==> src/rtl/tmr_irq_pkg.sv <==
package tmr_irq_pkg;
   localparam int REG_W    = 8;
   localparam int STAT_MAX = 3;
   localparam int GATE_MAX = 2;
   localparam int CTRL_LSB = 4;

   // control field, maps directly onto register bits 7..4
   typedef struct packed {
      logic       itest;   // bit 7
      logic       tmode;   // bit 6
      logic [1:0] tin;     // bits 5..4
   } ctrl_t;
endpackage

==> src/rtl/tmr_edge_sticky.sv <==
module tmr_edge_sticky #(
   parameter int SYNC_STAGES = 2
) (
   input  logic clk,
   input  logic rst,
   input  logic tmr_level,
   input  logic clr_req,
   output logic sticky
);
   localparam int TOP = SYNC_STAGES - 1;

   generate
      if (SYNC_STAGES < 2) begin : g_bad_sync
         $error("SYNC_STAGES must be at least 2");
      end
   endgenerate

   logic [SYNC_STAGES-1:0] sync_q;
   logic                   prev_q;
   logic                   sticky_q;
   logic                   rise;

   always_ff @(posedge clk) begin
      if (rst) begin
         sync_q <= '0;
         prev_q <= 1'b0;
      end else begin
         sync_q <= {sync_q[TOP-1:0], tmr_level};
         prev_q <= sync_q[TOP];
      end
   end

   assign rise = sync_q[TOP] & ~prev_q;

   always_ff @(posedge clk) begin
      if (rst)
         sticky_q <= 1'b0;
      else
         sticky_q <= rise | (sticky_q & ~clr_req);
   end

   assign sticky = sticky_q;


   rise_sets_chk: assert property (@(posedge clk) disable iff (rst)
      rise |=> sticky_q);

   clear_chk: assert property (@(posedge clk) disable iff (rst)
      (clr_req && !rise) |=> !sticky_q);

   hold_chk: assert property (@(posedge clk) disable iff (rst)
      (!clr_req && !rise) |=> $stable(sticky_q));

   set_wins_chk: assert property (@(posedge clk) disable iff (rst)
      (clr_req && rise) |=> sticky_q);
endmodule

==> src/rtl/tmr_test_route.sv <==
module tmr_test_route
   import tmr_irq_pkg::*;
#(
   parameter int NUM_CH   = 3,
   parameter int NUM_GATE = 2
) (
   input  ctrl_t               ctrl,
   input  logic [NUM_GATE-1:0] gate_ext,
   output logic [NUM_GATE-1:0] gate_mux,
   output logic [NUM_CH-1:0]   tmr_oe
);
   generate
      if (NUM_GATE < 1 || NUM_GATE > GATE_MAX) begin : g_bad_gate
         $error("NUM_GATE out of range");
      end
      for (genvar g = 0; g < NUM_GATE; g++) begin : g_gate
         always_comb begin
            if (ctrl.itest)      gate_mux[g] = ctrl.tin[g];
            else if (ctrl.tmode) gate_mux[g] = 1'b0;
            else                 gate_mux[g] = gate_ext[g];
         end
      end
   endgenerate

   assign tmr_oe = {NUM_CH{~ctrl.tmode}};
endmodule

==> src/rtl/tmr_irq_stat_reg.sv <==
module tmr_irq_stat_reg
   import tmr_irq_pkg::*;
#(
   parameter int NUM_CH      = 3,
   parameter int NUM_GATE    = 2,
   parameter int SYNC_STAGES = 2
) (
   input  logic                clk,
   input  logic                rst,
   input  logic                wr_en,
   input  logic [REG_W-1:0]    wr_data,
   output logic [REG_W-1:0]    rd_data,
   input  logic                irq_en,
   input  logic [NUM_CH-1:0]   ch_mask,
   input  logic [NUM_CH-1:0]   tmr_out,
   output logic [NUM_CH-1:0]   tmr_oe,
   input  logic [NUM_GATE-1:0] gate_ext,
   output logic [NUM_GATE-1:0] gate_mux,
   output logic                irq
);
   localparam int PAD = STAT_MAX - NUM_CH;

   generate
      if (NUM_CH < 1 || NUM_CH > STAT_MAX) begin : g_bad_ch
         $error("NUM_CH out of range");
      end
      if (NUM_GATE > NUM_CH) begin : g_bad_mix
         $error("NUM_GATE exceeds NUM_CH");
      end
   endgenerate

   ctrl_t             ctrl_q;
   logic [NUM_CH-1:0] status;

   always_ff @(posedge clk) begin
      if (rst)        ctrl_q <= '0;
      else if (wr_en) ctrl_q <= ctrl_t'(wr_data[REG_W-1:CTRL_LSB]);
   end

   generate
      for (genvar c = 0; c < NUM_CH; c++) begin : g_ch
         tmr_edge_sticky #(.SYNC_STAGES(SYNC_STAGES)) u_edge (
            .clk       (clk),
            .rst       (rst),
            .tmr_level (tmr_out[c]),
            .clr_req   (wr_en & wr_data[c]),
            .sticky    (status[c])
         );
      end
      if (PAD > 0) begin : g_pad
         assign rd_data = {ctrl_q, 1'b0, {PAD{1'b0}}, status};
      end else begin : g_nopad
         assign rd_data = {ctrl_q, 1'b0, status};
      end
   endgenerate

   tmr_test_route #(.NUM_CH(NUM_CH), .NUM_GATE(NUM_GATE)) u_route (
      .ctrl     (ctrl_q),
      .gate_ext (gate_ext),
      .gate_mux (gate_mux),
      .tmr_oe   (tmr_oe)
   );

   assign irq = irq_en & ((|(status & ch_mask)) | ctrl_q.itest);


   ctrl_write_chk: assert property (@(posedge clk) disable iff (rst)
      wr_en |=> rd_data[7:4] == $past(wr_data[7:4]));

   rsvd_zero_chk: assert property (@(posedge clk) disable iff (rst)
      rd_data[3] == 1'b0);

   oe_off_chk: assert property (@(posedge clk) disable iff (rst)
      rd_data[6] |-> tmr_oe == '0);

   gate_test_chk: assert property (@(posedge clk) disable iff (rst)
      rd_data[7] |-> gate_mux == rd_data[4 +: NUM_GATE]);

   irq_gate_chk: assert property (@(posedge clk) disable iff (rst)
      !irq_en |-> !irq);

   irq_status_chk: assert property (@(posedge clk) disable iff (rst)
      (irq_en && (|(status & ch_mask))) |-> irq);
endmodule

==> config.mk <==
export PLATFORM = sky130hd
export DESIGN_NAME = tmr_irq_stat_reg
export DESIGN_NICKNAME = d
export VERILOG_FILES = /design/src/rtl/tmr_irq_pkg.sv /design/src/rtl/tmr_edge_sticky.sv /design/src/rtl/tmr_test_route.sv /design/src/rtl/tmr_irq_stat_reg.sv
export SDC_FILE = /design/constraint.sdc
export NUM_CORES = 1
export LEC_CHECK = 0
export CORE_MARGIN = 2
export CORE_UTILIZATION = 37
export DETAILED_ROUTE_END_ITERATION = 16
export GPL_ROUTABILITY_DRIVEN = 0
export PLACE_DENSITY = 0.77
export SLEW_MARGIN = 20
export SYNTH_ARGS = -nofsm -noshare
export SYNTH_HDL_FRONTEND = slang
export SYNTH_HIERARCHICAL = 1
export SYNTH_SLANG_ARGS = --single-unit
==> constraint.sdc <==
create_clock -name clk -period 0.85 [get_ports clk]
set_input_delay 0.085 -clock clk [delete_from_list [all_inputs] [get_ports clk]]
set_output_delay 0.085 -clock clk [all_outputs]
set_load 0.01 [all_outputs]
Yosys cells after proc, flatten, opt, wreduce, memory -nomap -nowiden
Index checks and enable logic that the tools add are counted.
{"block": "totals", "word_cells": 39, "output_inout_bits": 14, "reg_bits": 16, "in_bits": 20}
{"block": "classes", "n_reduce_logical": 1, "n_bitwise": 22, "n_mux": 4}
{"operator": "1-bit AND", "n": 10}
{"operator": "1-bit inverter", "n": 7}
{"operator": "1-bit 2-to-1 mux", "n": 4}
{"operator": "1-bit OR", "n": 4}
{"operator": "3-bit AND", "n": 1}
{"operator": "3-bit OR reduction", "n": 1}

Logic depth before layout (Yosys ltp)
{"block": "logic_depth", "ltp_word": 4, "ltp_mapped": 4, "depth_no_buf": 3}

By module
The synthesis kept the hierarchy.
{"mod": "tmr_edge_sticky", "instances": 3, "area_per_inst_um2": 130.1, "cells_per_inst": 10, "seq_area_each_um2": 80.1}
{"mod": "tmr_irq_stat_reg", "instances": 1, "area_per_inst_um2": 200.2, "cells_per_inst": 21, "seq_area_each_um2": 80.1}
{"mod": "tmr_test_route", "instances": 1, "area_per_inst_um2": 40.0, "cells_per_inst": 6, "seq_area_each_um2": 0.0}

Worst setup path before layout
Ideal clock, no wire load.
{"block": "synth_timing", "kind": "register -> output", "startpoint": "reg g_ch[0].u_edge.sticky_q", "endpoint": "out irq", "arrival_ns": 0.780, "required_time_ns": 0.765, "stages_incl_launch_ff": 3, "n_path_buf": 0, "path_slack_ns": -0.015, "cell_sequence": "dfxtp_1 a22oi_1 a21boi_0"}
{"block": "synth_between", "elab_chain_cells": 4}
{"item": "start, declared", "line_no": "tmr_edge_sticky.sv:20", "text": "logic sticky_q;"}
{"item": "start signal, assigned", "line_no": "tmr_edge_sticky.sv:39", "text": "sticky_q <= rise | (sticky_q & ~clr_req);"}
{"item": "3-bit AND", "line_no": "tmr_irq_stat_reg.sv:64", "text": "assign irq = irq_en & ((|(status & ch_mask)) | ctrl_q.itest);"}
{"item": "3-bit OR reduction", "line_no": "tmr_irq_stat_reg.sv:64"}
{"item": "1-bit OR", "line_no": "tmr_irq_stat_reg.sv:64"}
{"item": "1-bit AND", "line_no": "tmr_irq_stat_reg.sv:64"}
{"item": "end, declared", "line_no": "tmr_irq_stat_reg.sv:19", "text": "output logic irq"}
Every way passes these cells.

Worst setup path after layout
{"block": "layout_timing", "startpoint": "reg ctrl_q (netlist bit rd_data[7])", "endpoint": "out gate_mux[1]"}
{"block": "layout_between", "elab_chain_cells": 1}
{"item": "start, declared", "line_no": "tmr_irq_stat_reg.sv:32", "text": "ctrl_t ctrl_q;"}
{"item": "start signal, assigned", "line_no": "tmr_irq_stat_reg.sv:37", "text": "else if (wr_en) ctrl_q <= ctrl_t'(wr_data[REG_W-1:CTRL_LSB]);"}
{"item": "1-bit 2-to-1 mux", "line_no": "tmr_test_route.sv:18", "text": "if (ctrl.itest) gate_mux[g] = ctrl.tin[g];"}
{"item": "end, declared", "line_no": "tmr_irq_stat_reg.sv:18", "text": "output logic [NUM_GATE-1:0] gate_mux,"}
Every way passes these cells.

==> flow_summary.rst <==
.. list-table::
   :header-rows: 1

   * - Metric
     - Value
   * - Result of the run
     - complete, but fails checks
   * - Failing checks
     - setup timing
   * - Die outline height
     - 45.3 um
   * - Worst min-delay path category
     - primary input to register
   * - Filler cell count
     - 127
   * - Worst clock skew on the final layout
     - 3.32 ps
   * - Number of placed cells counting well taps
     - 107
   * - Root Buffer Master
     - sky130_fd_sc_hd__clkbuf_4
   * - Post-detailed-route count of antenna-violating nets
     - 0
   * - DP HPWL
     - 1.01 mm
   * - Leading cell types by total area after synthesis
     - sky130_fd_sc_hd__dfxtp_1 51%, sky130_fd_sc_hd__nand2b_4 6.5%, sky130_fd_sc_hd__mux2i_1 6.3%
   * - Final Hold Fails
     - 0
   * - Clock sink count
     - 16
   * - Final period util
     - 130%
   * - Highest net fanout along the worst path
     - 6
   * - Syn Std Cell Area
     - 631 um^2
   * - Arrival time at the worst endpoint
     - 1020 ps
   * - Clock transition at the registers of the reported paths
     - 90 ps
   * - Number of placement rows
     - 14
   * - Max-slew violation count
     - 0
   * - IO Port Bufs
     - 31
   * - Cell count after synthesis
     - 57
   * - Async SR Flop Fraction
     - 0%
   * - P&R area growth vs syn
     - 74.6%
   * - Type of origin of the critical path
     - register
   * - Warnings from Yosys
     - 6
   * - Floorplan die area
     - 2050 um^2
   * - Via Count
     - 523
   * - CP Capture Type
     - primary output
   * - Mean routed wirelength per cell
     - 12.5 um
   * - Pin count of the biggest net entering global routing
     - 12
   * - EDFF count, synth
     - 0
   * - Count of buffer and inverter cells on the critical path
     - 1
   * - Global-route wire length before repair
     - 2.21 mm
   * - Cell with the largest stage delay on the worst path
     - sky130_fd_sc_hd__dfxtp_4
   * - DR DRC count
     - 0
   * - Fraction of final layout cells sized beyond drive strength 1
     - 49.0%
   * - Number of vias per cell after detailed routing
     - 4.67
   * - Cell family with the largest share of critical-path delay
     - flip-flops
   * - Drt total wl
     - 1.40 mm
   * - Reported leakage power
     - 0.000469 uW
   * - Ordered list of cells on the worst path
     - nor2_4 > a22o_1 > buf_2
   * - CP peak stage delay
     - 400 ps
   * - Number of max-cap violations
     - 0
   * - Leftover overflow at the end of global routing
     - 0
   * - Global router's overall resource usage
     - 15.6%
   * - Initial detailed-routing violation count
     - 6
   * - Final non-filler cell total
     - 112
   * - Dominant cell by count in the synthesized netlist
     - sky130_fd_sc_hd__dfxtp_1
   * - Overall power consumption
     - 1630 uW
   * - Final net count
     - 117
   * - Data required time of the worst path
     - 760 ps
   * - Setup TNS
     - -1810 ps
   * - Area inside the core boundary
     - 1560 um^2
   * - Number of clock buffers inserted by TritonCTS
     - 3
   * - I/O Pins
     - 34
   * - Setup-failing EPs final
     - 12
   * - Main synth FF type
     - sky130_fd_sc_hd__dfxtp_1
   * - Power Dens Cells
     - 1480 nW/um^2
   * - Commonest cells post-synth
     - 16 x sky130_fd_sc_hd__dfxtp_1, 6 x sky130_fd_sc_hd__nor2b_1, 5 x sky130_fd_sc_hd__nor2_1
   * - Antenna fix cells
     - 0
   * - CTS tree
     - done
   * - Vias in the first global route
     - 527
   * - Post-synthesis sequential element count
     - 16
   * - Fmax
     - 902 MHz
   * - Worst setup path class
     - register to primary output
   * - Initial Utilization
     - 40.4%
   * - Drt pass-1 iters
     - 3
   * - Setup repair after global routing missed its margin
     - true
   * - Area share of the largest cell type after synthesis
     - 50.8%
   * - Max rail drop VDD
     - 1210 uV
   * - Slack of the critical path
     - -259 ps
   * - Minimum clock period
     - 1110 ps
   * - Final worst hold slack
     - 215 ps
   * - # H-tree levels
     - 1
   * - Post-Synthesis Net Count
     - 77
   * - Worst-skew pair later-pin latency
     - 280 ps
   * - Antenna violations before repair
     - 0
   * - Post-synth cell types
     - 17
   * - Part of the Yosys area used for sequential elements
     - 50.8%
   * - Worst setup slack before clock tree synthesis
     - -563 ps
   * - Leading area contributor after synthesis
     - sky130_fd_sc_hd__dfxtp_1
   * - Deepest clock path buffer count
     - 2
   * - Mapped Avg Cell Area
     - 11.1 um^2
   * - Die W
     - 45.3 um
==> cell families after synthesis <==
kind of cell           after synthesis  share of synthesized area, %
AND/OR/NAND/NOR                     23                          26.2
flip-flops                          16                          50.8
AO/OA/AOI/OAI                        8                          10.1
buffers and inverters                5                          5.95
multiplexers                         4                          6.35
other                                1                         0.595
==> worst reg2reg max path: cells and delay by family (launching register included) <==
family	cells	cell delay, ps
buffers and inverters	1	120
flip-flops	1	350
multiplexers	1	120
AND/OR/NAND/NOR	1	50
==> final timing paths <==
check                                         startpoint                        to  slack, ps  depth (start not counted)
worst max-delay path                          rd_data[7]               gate_mux[1]       -260                          3
worst min-delay path                               wr_en                rd_data[6]        220                          4
worst max register to register                rd_data[6]                rd_data[6]        110                          3
worst min register to register  g_ch[2].u_edge/sync_q[0]  g_ch[2].u_edge/sync_q[1]        450                          1
==> registers in the layout, indices dropped and copies added, names as in the netlist <==
signal,cells
rd_data,4
g_ch.u_edge/sync_q,6
g_ch.u_edge/sticky,3
g_ch.u_edge/prev_q,3
==> cell usage in the layout (no fill, tap or decap), types with 3 or more instances in the layout <==
cell,count
sky130_fd_sc_hd__clkbuf_4,3
sky130_fd_sc_hd__and2_2,3
sky130_fd_sc_hd__mux2i_1,4
sky130_fd_sc_hd__nor2b_2,3
sky130_fd_sc_hd__buf_2,3
sky130_fd_sc_hd__dfxtp_2,5
sky130_fd_sc_hd__dfxtp_1,10
sky130_fd_sc_hd__clkdlybuf4s50_1,17
sky130_fd_sc_hd__buf_6,13
sky130_fd_sc_hd__nor2_1,4
sky130_fd_sc_hd__nor2b_1,6
sky130_fd_sc_hd__a21oi_2,4
sky130_fd_sc_hd__nand2b_4,4
==> what timing repair did <==
item                                    4_1_cts  5_1_grt
endpoints found under the setup margin       14       15
gates resized for setup                      75        3
pin swaps                                     3        2
buffers inserted                              0        2
hold buffers                                  0        0
==> layer usage <==
layer	up-vias	wire, um	GRT usage [%]
met1	247	536	16.8
met3	2	69	3.20
li1	261	-	-
met4	0	22	12.4
met5	-	0	0
met2	13	767	26.3
==> cell type report <==
class / instances / area (um^2) / area share, %
repair buffers: 39 / 412 / 37.4
flip-flops and latches: 16 / 330 / 30.0
multi-input cells: 36 / 297 / 26.9
clock buffers: 4 / 36.3 / 3.30
well taps: 16 / 20.0 / 1.82
inverters: 1 / 6.26 / 0.568
==> metrics by stage <==
step	utilization, %	cell area, um^2
floorplan	-	631
global placement	63.6	992
detailed placement	63.6	992
CTS	68.7	1070
global route	70.6	1100
finish	70.6	1100
==> power breakdown <==
group	leakage (uW)	switching (uW)	internal (uW)
clock	0.0000210	228	260
combinational	0.000314	110	222
sequential	0.000134	28.1	786
Power figures use the tool's default switching activity.
